### src/rtl/sio_pkg.sv
package sio_pkg;

    typedef enum logic [1:0] {
        MD_SHIFT = 2'b00,
        MD_UART8 = 2'b01,
        MD_FIX9  = 2'b10,
        MD_VAR9  = 2'b11
    } sio_mode_e;

    typedef struct packed {
        logic      dbl;
        logic      rx_done;
        logic      tx_done;
        logic      rx_b9;
        logic      tx_b9;
        logic      rx_en;
        sio_mode_e mode;
    } sio_ctrl_t;

    typedef struct packed {
        logic [7:0] data;
        logic       b9;
    } sio_frame_t;

    typedef enum logic [1:0] {
        T_IDLE,
        T_WAIT,
        T_ASYNC,
        T_SYNC
    } tx_state_e;

    localparam int SIO_SYNC_DIV = 12;
    localparam int SIO_FIX_DIV  = 64;
    localparam int SIO_TMR_DIV  = 32;
    localparam int SIO_OVS      = 16;

    function automatic logic is_timer_mode(sio_mode_e m);
        return (m == MD_UART8) || (m == MD_VAR9);
    endfunction

    function automatic logic is_nine(sio_mode_e m);
        return (m == MD_FIX9) || (m == MD_VAR9);
    endfunction

    function automatic logic majority3(logic a, logic b, logic c);
        return (a & b) | (a & c) | (b & c);
    endfunction

endpackage

### src/rtl/sio_baud.sv
module sio_baud
    import sio_pkg::*;
#(
    parameter int FIX_DIV = SIO_FIX_DIV,
    parameter int TMR_DIV = SIO_TMR_DIV,
    parameter int OVS     = SIO_OVS
) (
    input  logic      clk,
    input  logic      rst,
    input  sio_mode_e mode,
    input  logic      dbl,
    input  logic      tmr_ovf,
    output logic      samp_tick
);
    localparam int T_FULL = TMR_DIV / OVS;
    localparam int T_HALF = (T_FULL > 1) ? T_FULL / 2 : 1;
    localparam int F_FULL = FIX_DIV / OVS;
    localparam int F_HALF = (F_FULL > 1) ? F_FULL / 2 : 1;
    localparam int CW     = $clog2(F_FULL + T_FULL) + 1;
    localparam logic [CW-1:0] LT_FULL = CW'(T_FULL - 1);
    localparam logic [CW-1:0] LT_HALF = CW'(T_HALF - 1);
    localparam logic [CW-1:0] LF_FULL = CW'(F_FULL - 1);
    localparam logic [CW-1:0] LF_HALF = CW'(F_HALF - 1);

    logic [CW-1:0] cnt;
    logic [CW-1:0] lim_m1;
    logic          src;

    always_comb begin
        src    = is_timer_mode(mode) ? tmr_ovf : (mode != MD_SHIFT);
        lim_m1 = is_timer_mode(mode) ? (dbl ? LT_HALF : LT_FULL)
                                     : (dbl ? LF_HALF : LF_FULL);
        samp_tick = src && (cnt >= lim_m1);
    end

    always_ff @(posedge clk) begin
        if (rst) begin
            cnt <= '0;
        end else if (src) begin
            cnt <= samp_tick ? '0 : cnt + 1'b1;
        end
    end

    AST_FIX_TICK_SPACED: assert property (@(posedge clk) disable iff (rst)
        (samp_tick && mode == MD_FIX9) |=> (!samp_tick || mode != MD_FIX9));

    AST_TICK_ON_STROBE: assert property (@(posedge clk) disable iff (rst)
        (samp_tick && is_timer_mode(mode)) |-> tmr_ovf);

endmodule

### src/rtl/sio_tx.sv
module sio_tx
    import sio_pkg::*;
#(
    parameter int SYNC_DIV = SIO_SYNC_DIV,
    parameter int OVS      = SIO_OVS
) (
    input  logic       clk,
    input  logic       rst,
    input  sio_mode_e  mode,
    input  logic       samp_tick,
    input  logic       start_tx,
    input  logic [7:0] tx_byte,
    input  logic       tx_b9,
    input  logic       start_srx,
    input  logic       rxd_i,
    output logic       txd,
    output logic       dat_o,
    output logic       dat_oe,
    output logic       tx_fin,
    output logic       srx_fin,
    output logic [7:0] srx_byte
);
    localparam int CW = $clog2(SYNC_DIV);
    localparam int PW = $clog2(OVS);
    localparam logic [CW-1:0] C_LAST = CW'(SYNC_DIV - 1);
    localparam logic [CW-1:0] C_MID  = CW'(SYNC_DIV / 2);
    localparam logic [PW-1:0] P_LAST = PW'(OVS - 1);

    tx_state_e     st;
    logic [10:0]   sh;
    logic [7:0]    rsh;
    logic [PW-1:0] ph;
    logic [CW-1:0] cnt;
    logic [3:0]    bitn;
    logic [3:0]    last_idx;
    logic          dir_rx;

    always_ff @(posedge clk) begin
        if (rst) begin
            st       <= T_IDLE;
            sh       <= '1;
            rsh      <= '0;
            ph       <= '0;
            cnt      <= '0;
            bitn     <= '0;
            last_idx <= '0;
            dir_rx   <= 1'b0;
            tx_fin   <= 1'b0;
            srx_fin  <= 1'b0;
        end else begin
            tx_fin  <= 1'b0;
            srx_fin <= 1'b0;
            unique case (st)
                T_IDLE: begin
                    if (start_srx) begin
                        st     <= T_SYNC;
                        dir_rx <= 1'b1;
                        cnt    <= '0;
                        bitn   <= '0;
                    end else if (start_tx) begin
                        dir_rx <= 1'b0;
                        cnt    <= '0;
                        ph     <= '0;
                        bitn   <= '0;
                        if (mode == MD_SHIFT) begin
                            st <= T_SYNC;
                            sh <= {3'b111, tx_byte};
                        end else begin
                            st       <= T_WAIT;
                            sh       <= {1'b1, (is_nine(mode) ? tx_b9 : 1'b1), tx_byte, 1'b0};
                            last_idx <= is_nine(mode) ? 4'd10 : 4'd9;
                        end
                    end
                end
                T_WAIT: begin
                    if (samp_tick) st <= T_ASYNC;
                end
                T_ASYNC: begin
                    if (samp_tick) begin
                        ph <= ph + 1'b1;
                        if (ph == P_LAST) begin
                            if (bitn == last_idx) begin
                                st     <= T_IDLE;
                                tx_fin <= 1'b1;
                            end else begin
                                sh   <= {1'b1, sh[10:1]};
                                bitn <= bitn + 1'b1;
                            end
                        end
                    end
                end
                T_SYNC: begin
                    if (cnt == C_MID && dir_rx) rsh <= {rxd_i, rsh[7:1]};
                    if (cnt == C_LAST) begin
                        cnt <= '0;
                        if (bitn == 4'd7) begin
                            st <= T_IDLE;
                            if (dir_rx) srx_fin <= 1'b1;
                            else        tx_fin  <= 1'b1;
                        end else begin
                            bitn <= bitn + 1'b1;
                            if (!dir_rx) sh <= {1'b1, sh[10:1]};
                        end
                    end else begin
                        cnt <= cnt + 1'b1;
                    end
                end
                default: st <= T_IDLE;
            endcase
        end
    end

    always_comb begin
        if (st == T_ASYNC)     txd = sh[0];
        else if (st == T_SYNC) txd = (cnt >= C_MID);
        else                   txd = 1'b1;
        dat_o    = sh[0];
        dat_oe   = (st == T_SYNC) && !dir_rx;
        srx_byte = rsh;
    end

    AST_SHIFT_DRIVE_MODE0: assert property (@(posedge clk) disable iff (rst)
        dat_oe |-> (mode == MD_SHIFT));

    AST_START_BIT_LOW: assert property (@(posedge clk) disable iff (rst)
        (st == T_WAIT && samp_tick) |=> !txd);

endmodule

### src/rtl/sio_rx.sv
module sio_rx
    import sio_pkg::*;
#(
    parameter int OVS = SIO_OVS
) (
    input  logic       clk,
    input  logic       rst,
    input  logic       enable,
    input  logic       nine,
    input  logic       samp_tick,
    input  logic       rxd_i,
    output logic       frame_ok,
    output sio_frame_t frm
);
    localparam int SW = $clog2(OVS);
    localparam logic [SW-1:0] S_A = SW'(OVS / 2 - 1);
    localparam logic [SW-1:0] S_B = SW'(OVS / 2);
    localparam logic [SW-1:0] S_C = SW'(OVS / 2 + 1);

    logic [1:0]    sync;
    logic          rxs;
    logic          run;
    logic          last;
    logic [SW-1:0] scnt;
    logic [SW-1:0] scnt_n;
    logic [3:0]    bidx;
    logic [3:0]    last_idx;
    logic          v0, v1;
    logic          bit_v;

    always_comb begin
        rxs      = sync[1];
        scnt_n   = scnt + 1'b1;
        bit_v    = majority3(v0, v1, rxs);
        last_idx = nine ? 4'd10 : 4'd9;
    end

    always_ff @(posedge clk) begin
        if (rst) begin
            sync     <= 2'b11;
            run      <= 1'b0;
            last     <= 1'b1;
            scnt     <= '0;
            bidx     <= '0;
            v0       <= 1'b1;
            v1       <= 1'b1;
            frm      <= '0;
            frame_ok <= 1'b0;
        end else begin
            sync     <= {sync[0], rxd_i};
            frame_ok <= 1'b0;
            if (!enable) begin
                run  <= 1'b0;
                last <= 1'b1;
            end else if (samp_tick) begin
                if (!run) begin
                    last <= rxs;
                    if (last && !rxs) begin
                        run  <= 1'b1;
                        scnt <= '0;
                        bidx <= '0;
                    end
                end else begin
                    scnt <= scnt_n;
                    if (scnt_n == '0) bidx <= bidx + 1'b1;
                    if (scnt_n == S_A) v0 <= rxs;
                    if (scnt_n == S_B) v1 <= rxs;
                    if (scnt_n == S_C) begin
                        if (bidx == 4'd0) begin
                            if (bit_v) begin
                                run  <= 1'b0;
                                last <= rxs;
                            end
                        end else if (bidx <= 4'd8) begin
                            frm.data <= {bit_v, frm.data[7:1]};
                        end
                        if (bidx == 4'd9) frm.b9 <= bit_v;
                        if (bidx == last_idx) begin
                            run      <= 1'b0;
                            frame_ok <= 1'b1;
                            last     <= rxs;
                        end
                    end
                end
            end
        end
    end

    AST_NO_RX_WHEN_OFF: assert property (@(posedge clk) disable iff (rst)
        !enable |=> !frame_ok);

endmodule

### src/rtl/sio_port.sv
module sio_port
    import sio_pkg::*;
#(
    parameter int SYNC_DIV = SIO_SYNC_DIV,
    parameter int FIX_DIV  = SIO_FIX_DIV,
    parameter int TMR_DIV  = SIO_TMR_DIV,
    parameter int OVS      = SIO_OVS
) (
    input  logic       clk,
    input  logic       rst,
    input  logic       tmr_ovf,
    input  logic       bus_we,
    input  logic       bus_sel,
    input  logic [7:0] bus_wdata,
    output logic [7:0] bus_rdata,
    output logic       txd_o,
    input  logic       rxd_i,
    output logic       rxd_o,
    output logic       rxd_oe
);
    sio_ctrl_t  ctrl;
    sio_ctrl_t  wcfg;
    logic [7:0] rbuf;
    logic       wr_ctrl, wr_buf, start_srx;
    logic       samp_tick;
    logic       tx_fin, srx_fin, frame_ok, got;
    logic [7:0] srx_byte, got_byte;
    sio_frame_t frm;

    always_comb begin
        wcfg      = sio_ctrl_t'(bus_wdata);
        wr_ctrl   = bus_we && !bus_sel;
        wr_buf    = bus_we && bus_sel;
        start_srx = wr_ctrl && (wcfg.mode == MD_SHIFT) && wcfg.rx_en && !wcfg.rx_done;
        got       = frame_ok || srx_fin;
        got_byte  = srx_fin ? srx_byte : frm.data;
        bus_rdata = bus_sel ? rbuf : ctrl;
    end

    sio_baud #(.FIX_DIV(FIX_DIV), .TMR_DIV(TMR_DIV), .OVS(OVS)) u_baud (
        .clk(clk), .rst(rst), .mode(ctrl.mode), .dbl(ctrl.dbl),
        .tmr_ovf(tmr_ovf), .samp_tick(samp_tick)
    );

    sio_tx #(.SYNC_DIV(SYNC_DIV), .OVS(OVS)) u_tx (
        .clk(clk), .rst(rst), .mode(ctrl.mode), .samp_tick(samp_tick),
        .start_tx(wr_buf), .tx_byte(bus_wdata), .tx_b9(ctrl.tx_b9),
        .start_srx(start_srx), .rxd_i(rxd_i), .txd(txd_o), .dat_o(rxd_o),
        .dat_oe(rxd_oe), .tx_fin(tx_fin), .srx_fin(srx_fin), .srx_byte(srx_byte)
    );

    sio_rx #(.OVS(OVS)) u_rx (
        .clk(clk), .rst(rst),
        .enable(ctrl.rx_en && ctrl.mode != MD_SHIFT),
        .nine(is_nine(ctrl.mode)), .samp_tick(samp_tick), .rxd_i(rxd_i),
        .frame_ok(frame_ok), .frm(frm)
    );

    always_ff @(posedge clk) begin
        if (rst) begin
            ctrl <= '0;
            rbuf <= '0;
        end else begin
            if (wr_ctrl) ctrl <= wcfg;
            if (tx_fin) ctrl.tx_done <= 1'b1;
            if (got && !ctrl.rx_done) begin
                rbuf         <= got_byte;
                ctrl.rx_done <= 1'b1;
                if (frame_ok) ctrl.rx_b9 <= frm.b9;
            end
        end
    end

    AST_TXDONE_SET: assert property (@(posedge clk) disable iff (rst)
        tx_fin |=> ctrl.tx_done);

    AST_TXDONE_STICKY: assert property (@(posedge clk) disable iff (rst)
        (ctrl.tx_done && !wr_ctrl) |=> ctrl.tx_done);

    AST_RXDONE_STICKY: assert property (@(posedge clk) disable iff (rst)
        (ctrl.rx_done && !wr_ctrl) |=> ctrl.rx_done);

    AST_RBUF_HELD: assert property (@(posedge clk) disable iff (rst)
        ctrl.rx_done |=> (rbuf == $past(rbuf)));

endmodule

### config.mk
export PLATFORM = sky130hd
export DESIGN_NAME = sio_port
export DESIGN_NICKNAME = d
export VERILOG_FILES = /design/src/rtl/sio_pkg.sv /design/src/rtl/sio_baud.sv /design/src/rtl/sio_tx.sv /design/src/rtl/sio_rx.sv /design/src/rtl/sio_port.sv
export SDC_FILE = /design/constraint.sdc
export NUM_CORES = 1
export LEC_CHECK = 0
export BUFFER_PORTS_ARGS = -buffer_cell sky130_fd_sc_hd__buf_2
export CORE_MARGIN = 3
export CORE_UTILIZATION = 40
export DETAILED_ROUTE_END_ITERATION = 10
export SLEW_MARGIN = 20
export SYNTH_ARGS = -nofsm -noshare
export SYNTH_HDL_FRONTEND = slang
export SYNTH_SLANG_ARGS = --single-unit
### constraint.sdc
create_clock -name clk -period 6.2 [get_ports clk]
set_clock_uncertainty 0.15 [all_clocks]
set_input_delay 0.31 -clock clk [delete_from_list [all_inputs] [get_ports clk]]
set_output_delay 0.31 -clock clk [all_outputs]
set_load 0.05 [all_outputs]
==> impl_metrics.env, run 1 <==
export IMPL_drive_gt1_frac=0.1257
export IMPL_leakage_nw=1.897
export IMPL_drv_cap=0
export IMPL_gp_congestion=0.8561
export IMPL_synth_seq_cells=82
export IMPL_design_area_um2=4787
export IMPL_rsz0062_at_grt="false"
export IMPL_path_cells="nand2_1 > ha_1 > nand2b_1 > a2111o_1 > a31oi_4 > or3_1 > o311ai_1"
export IMPL_synth_fa_ha_area_frac=0.05402
export IMPL_clkPwrFrac=0.331
export IMPL_clock_latency_ns=0.36
export IMPL_final_net_count=544
export IMPL_cp_top_family="compound AO/OA/AOI/OAI gates"
export IMPL_tightest_slew_ns=1.002
export IMPL_synth_top_area_share=0.3770
export IMPL_final_util=0.4575
export IMPL_synth_compound_area_frac=0.1776
export IMPL_min_delay_path_class="in2reg"
export IMPL_overflow=0
export IMPL_wl_per_cell_um=15.78
export IMPL_syn_nets=530
export IMPL_fin_crit_sh=0.4531
export IMPL_start_kind="flop"
export IMPL_setup_viol_count_final=0
export IMPL_core_um2=10460
export IMPL_peakVddDrop_v=0.0001400
export IMPL_initial_core_util=0.4162
export IMPL_die_h_um=110.3
export IMPL_area_growth_syn_to_layout_pct=9.943
export IMPL_critPathMaxFanout=10
export IMPL_critPathBufInv=0
export IMPL_dpl_cell_area_um2=4548
export IMPL_worst_path_stages=7
export IMPL_synth_commonest_cells="82 x dfxtp_1, 62 x nor2_1, 47 x nand2_1"
export IMPL_muxShareOfSynthArea=0.1207
export IMPL_drc_errors=0
export IMPL_io_pins=25
export IMPL_htree_num_levels=3
export IMPL_p_per_area_nw_per_um2=282.4
export IMPL_yosysUniqueCellTypes=68
export IMPL_dr_pass1_iters=4
export IMPL_swShare=0.3153
export IMPL_ant_nets=0
export IMPL_cts_root_buf="clkbuf_8"
export IMPL_synth_top_family_by_area="simple AND/OR/NAND/NOR gates"
export IMPL_crit_path_end_kind="flop"
export IMPL_rr_worst_depth=7
export IMPL_synth_warnings=0
export IMPL_die_area_um2=12170
export IMPL_worst_path_max_delay_cell="a2111o_1"
export IMPL_vias=3641
export IMPL_slew_violations=0
export IMPL_yosysSeqAreaShare=0.3770
export IMPL_clkSinkCount=82
export IMPL_fin_setup_tns_ns=0
export IMPL_cp_arrival_ns=2.86
export IMPL_power_total_mw=1.352
export IMPL_synth_area_um2=4354
export IMPL_hold_viol=0
export IMPL_antenna_found_initial=0
export IMPL_grtUsageTotal=0.1787
export IMPL_grt_pass1_vias=3419
export IMPL_fillerInstances=1071
export IMPL_yosysMostFrequentCell="dfxtp_1"
export IMPL_slew_headroom=0.3296
export IMPL_cts_setup_buffers=0
export IMPL_syn_inst=498
export IMPL_critical_path_class="reg2reg"
export IMPL_timing_fmax_mhz=355.9
export IMPL_synth_area_leader_cell="dfxtp_1"
export IMPL_synth_simple_area_share=0.2207
export IMPL_outcome="finished clean"
export IMPL_period_minus_slack_ns=2.810
export IMPL_diodes=0
export IMPL_holdPathStages=3
export IMPL_grt_pass1_wl_um=16990
export IMPL_power_switching_mw=0.4262
export IMPL_rows=37
export IMPL_synth_edf_count=0
export IMPL_vias_per_cell=5.576
export IMPL_internal_power_mw=0.9255
export IMPL_numPortBuffers=24
export IMPL_place_hpwl_um=7219
export IMPL_fp_dieW_um=110.3
export IMPL_crit_required_ns=6.25
export IMPL_cts_resized=0
export IMPL_pwr_share_seq=0.439
export IMPL_cts_max_path_buffers=2
export IMPL_cpPeakStageDelay_ns=0.55
export IMPL_grt_max_degree=75
export IMPL_cts_tree="yes"
export IMPL_drt_iter0_drc=171
export IMPL_synth_xor_area_frac=0.008046
export IMPL_numCtsBuffers=9
export IMPL_async_flop_share=0
export IMPL_clk_pin_slew_worst_paths_ns=0.08
export IMPL_synthFlopType="dfxtp_1"
export IMPL_yosys_top_cells_area="dfxtp_1 38%, mux2i_1 9.0%, nor2_1 5.3%"
export IMPL_avgSynthCellArea_um2=8.743
export IMPL_wl_um=10310
export IMPL_pwr_share_comb=0.230
-- stage by stage --
stage	hold slack (ns)	setup WS, ns	cells
after global routing	0.08586	3.165	653
final	0.07090	3.391	653
after CTS	0.06346	3.404	653
after floorplan	0.2395	3.745	498
after detailed placement	0.2470	3.403	636
after global placement	0.2405	3.493	636
-- state kept, by name, indices dropped and copies added (netlist names), 3 cells and up --
register,flops
u_rx.bidx,4
u_tx.sh,10
ctrl,8
rbuf,8
u_rx.frm,9
u_tx.cnt,4
u_rx.scnt,4
u_baud.cnt,4
u_tx.srx_byte,8
u_tx.last_idx,3
u_tx.bitn,4
u_tx.ph,4
-- final timing paths --
| check | slack (ns) | start | endpoint |
|---|---|---|---|
| max | 3.39 | ctrl[0]$_SDFFE_PP0P_ | u_tx.sh[4]$_SDFFE_PP1P_ |
| min | 0.07 | bus_wdata[3] | ctrl[3]$_SDFFE_PP0P_ |
| max reg2reg | 3.39 | ctrl[0]$_SDFFE_PP0P_ | u_tx.sh[4]$_SDFFE_PP1P_ |
| min reg2reg | 0.26 | u_rx.sync[0]$_SDFF_PP1_ | u_rx.sync[1]$_SDFF_PP1_ |
-- worst min-delay path, cell delays in order --
cell and delay, ns:
buf_2 0.12, nand2_1 0.05, a21oi_1 0.05
-- power groups by stage --
stage	Clock, mW	Combinational [mW]	Sequential, mW
floorplan	0	0.240	0.607
CTS	0.460	0.309	0.594
global placement	0	0.302	0.604
global route	0.478	0.344	0.599
detailed placement	0	0.307	0.606
finish	0.448	0.310	0.594
-- kinds of logic after synthesis --
kind of cell,Yosys count
buf+inv,44
flops,82
simple gates,192
mux,51
xor+xnor,4
fa+ha+maj,19
compound gates,106
-- final cells by class --
class                      instances  area (um^2)  area share
clock buffer                      12        155.1     0.03241
inverter                          21        78.83     0.01647
multi-input combinational        372         2530      0.5285
sequential                        82         1642      0.3429
tap                              136        170.2     0.03555
timing repair buffer              26        137.6     0.02875
clock inverter                     4        73.82     0.01542
-- placed cells by master (no fill, tap or decap), types with 10 or more instances in the layout --
cell type,count
inv_1,19
mux2_2,11
nor3_1,10
nand3_1,15
ha_1,18
buf_2,24
clkbuf_8,11
dfxtp_1,82
a21oi_1,31
nand2_1,47
a211oi_1,13
nor2_1,62
mux2i_1,39
-- repair_timing --
| action | in CTS | in global routing |
|---|---|---|
| endpoints found under the setup margin | 0 | 0 |
| hold buffers | 1 | 0 |
| endpoints found under the hold margin | 1 | 0 |
-- layer usage --
layer  GRT usage  vias to the layer above  part of all wire
met5           0                        -                 0
li1            -                     1840                 -
met1      0.2523                     1733              0.50
met4     0.08004                        0             0.021
met3     0.02504                       12             0.036
met2      0.2704                       56              0.45
(Power assumes the default switching activity.)
==> run 2: changes to the inputs <==
clock period = 2.82 ns   (was 6.2 ns; I/O delays follow)
==> run 2 against run 1 <==
Total power grew 110%; routed wire length increased by 0.26%; non-clock buffer count increased by 17; fmax up 9.4%; count of clock-buffer cells in the layout shrank 2; flip-flop and latch count unchanged; register-to-register slack worse by 3.1 ns; largest power group unchanged.
==> impl_metrics.env, run 2 (synthesis gave the netlist of run 1 again) <==
export IMPL_outcome="finished clean"
export IMPL_fillerInstances=1053
export IMPL_cts_resized=0
export IMPL_overflow=0
export IMPL_cpPeakStageDelay_ns=0.58
export IMPL_r2r_end="u_tx.sh[8]$_SDFFE_PP1P_"
export IMPL_die_area_um2=12170
export IMPL_cts_root_buf="clkbuf_8"
export IMPL_r2r_setup_slack_ns=0.25
export IMPL_multi_input_area_um2=2530
export IMPL_final_common_cell="dfxtp_1"
export IMPL_endpoint="u_tx.sh[8]$_SDFFE_PP1P_"
export IMPL_gp_congestion=0.8261
export IMPL_wl_um=10330
export IMPL_cp_top_family="simple AND/OR/NAND/NOR gates"
export IMPL_numPortBuffers=24
export IMPL_fin_setup_tns_ns=0
export IMPL_io_pins=25
export IMPL_diodes=0
export IMPL_critPathBufInv=0
export IMPL_fp_dieW_um=110.3
export IMPL_vias=3750
export IMPL_drt_iter0_drc=172
export IMPL_grt_pass1_vias=3538
export IMPL_internal_power_mw=1.855
export IMPL_pre_cts_slack_ns=0.2694
export IMPL_clock_latency_ns=0.35
export IMPL_initial_core_util=0.4162
export IMPL_dr_pass1_iters=5
export IMPL_drv_cap=0
export IMPL_critPathMaxFanout=10
export IMPL_largest_register_ffs=10
export IMPL_cts_max_path_buffers=2
export IMPL_r2r_start="ctrl[0]$_SDFFE_PP0P_"
export IMPL_worst_path_max_delay_cell="or3_1"
export IMPL_leakage_nw=1.955
export IMPL_swShare=0.3388
export IMPL_place_hpwl_um=7430
export IMPL_pwr_share_comb=0.255
export IMPL_ant_nets=0
export IMPL_htree_num_levels=3
export IMPL_reg_top3="u_tx.sh: 10 flops, u_rx.frm: 9 flops"
export IMPL_clkSinkCount=82
export IMPL_rr_worst_depth=6
export IMPL_drc_errors=0
export IMPL_area_growth_syn_to_layout_pct=12.38
export IMPL_fin_crit_sh=0.9110
export IMPL_grt_max_degree=40
export IMPL_final_net_count=561
export IMPL_clk_pin_slew_worst_paths_ns=0.09
export IMPL_cp_arrival_ns=2.67
export IMPL_power_total_mw=2.805
export IMPL_critical_path_class="reg2reg"
export IMPL_path_cells="or2_2 > ha_1 > a2111o_1 > a31oi_4 > or3_1 > a211o_1"
export IMPL_rows=37
export IMPL_peakVddDrop_v=0.0003393
export IMPL_crit_required_ns=2.92
export IMPL_slew_violations=0
export IMPL_timing_fmax_mhz=389.3
export IMPL_wl_per_cell_um=15.42
export IMPL_grt_pass1_wl_um=17200
export IMPL_power_switching_mw=0.9504
export IMPL_regArea_um2=1642
export IMPL_drive_gt1_frac=0.1423
export IMPL_start_kind="flop"
export IMPL_core_um2=10460
export IMPL_tightest_slew_ns=0.6844
export IMPL_crit_path_end_kind="flop"
export IMPL_pwr_share_seq=0.465
export IMPL_rsz0062_at_grt="false"
export IMPL_hold_path_startpoint="rst"
export IMPL_vias_per_cell=5.597
export IMPL_crit_start="ctrl[0]$_SDFFE_PP0P_"
export IMPL_slew_headroom=0.5413
export IMPL_worst_path_stages=6
export IMPL_worst_slack_ns=0.2510
export IMPL_regMostFlops="u_tx.sh"
export IMPL_period_minus_slack_ns=2.569
export IMPL_layout_common_cells="82 x dfxtp_1, 62 x nor2_1, 47 x nand2_1"
export IMPL_antenna_found_initial=0
export IMPL_die_h_um=110.3
export IMPL_clkPwrFrac=0.280
export IMPL_setup_viol_count_final=0
export IMPL_p_per_area_nw_per_um2=573.3
export IMPL_numCtsBuffers=9
export IMPL_hold_viol=0
export IMPL_cts_tree="yes"
export IMPL_grtUsageTotal=0.1796
export IMPL_min_delay_path_class="in2reg"
run 2: cell count changes in the layout (fill, tap and decap cells not counted), moves of 2 or more:
cell           previous run  this run
dlygate4sd3_1             1         8
clkinv_2                  1         3
bufinv_16                 2         0
buf_4                     1        10
run 2: what timing repair did:
item	4_1_cts	5_1_grt
setup endpoints to repair	0	0
hold buffers	8	0
setup buffers	0	0
endpoints found under the hold margin	9	0
run 2: area by class of cell:
cell class	instances	area share
Clock buffer	10	0.02813
Multi-Input combinational cell	372	0.5170
Clock inverter	6	0.008182
Inverter	21	0.01611
Timing Repair Buffer	43	0.06034
Sequential cell	82	0.3355
Tap cell	136	0.03477
run 2: worst min-delay path by stage:
stage | end | depth (start not counted)
floorplan | u_rx.sync[0]$_SDFF_PP1_ | 1
global route | u_tx.srx_byte[1]$_SDFFE_PP0P_ | 2
global placement | u_rx.sync[0]$_SDFF_PP1_ | 2
CTS | u_tx.srx_byte[6]$_SDFFE_PP0P_ | 2
finish | u_tx.srx_byte[1]$_SDFFE_PP0P_ | 2
detailed placement | u_rx.sync[0]$_SDFF_PP1_ | 2
run 2: routing by layer:
| metal | GRT usage | up-vias | share of wire |
|---|---|---|---|
| li1 | - | 1877 | - |
| met1 | 0.2471 | 1791 | 0.49 |
| met2 | 0.2847 | 70 | 0.47 |
| met3 | 0.04077 | 12 | 0.038 |
| met4 | 0.04661 | 0 | 0.0083 |
| met5 | 0 | - | 0 |
run 2: metrics by stage:
stage	std cells	util	hold WS [ns]	instance area, um^2
2_1_floorplan	498	-	0.09758	4354
3_3_place_gp	646	0.4431	0.1924	4636
3_5_place_dp	646	0.4431	0.2079	4636
4_1_cts	670	0.4677	0.03616	4893
5_1_grt	670	0.4677	0.04456	4893
6_report	670	0.4677	0.04878	4893
run 2: worst reg2reg max path, cell delays in order, from the launching register on:
cell and delay, ns:
dfxtp_1 0.35, or2_2 0.29, ha_1 0.34, a2111o_1 0.28, a31oi_4 0.12, or3_1 0.58, a211o_1 0.36
run 2: power groups by stage:
stage	Combinational, mW	Sequential (mW)	Clock (mW)
after floorplan	0.529	1.34	0
after global placement	0.691	1.33	0
after detailed placement	0.699	1.33	0
after CTS	0.712	1.30	0.813
after global routing	0.787	1.32	0.865
final	0.715	1.31	0.785
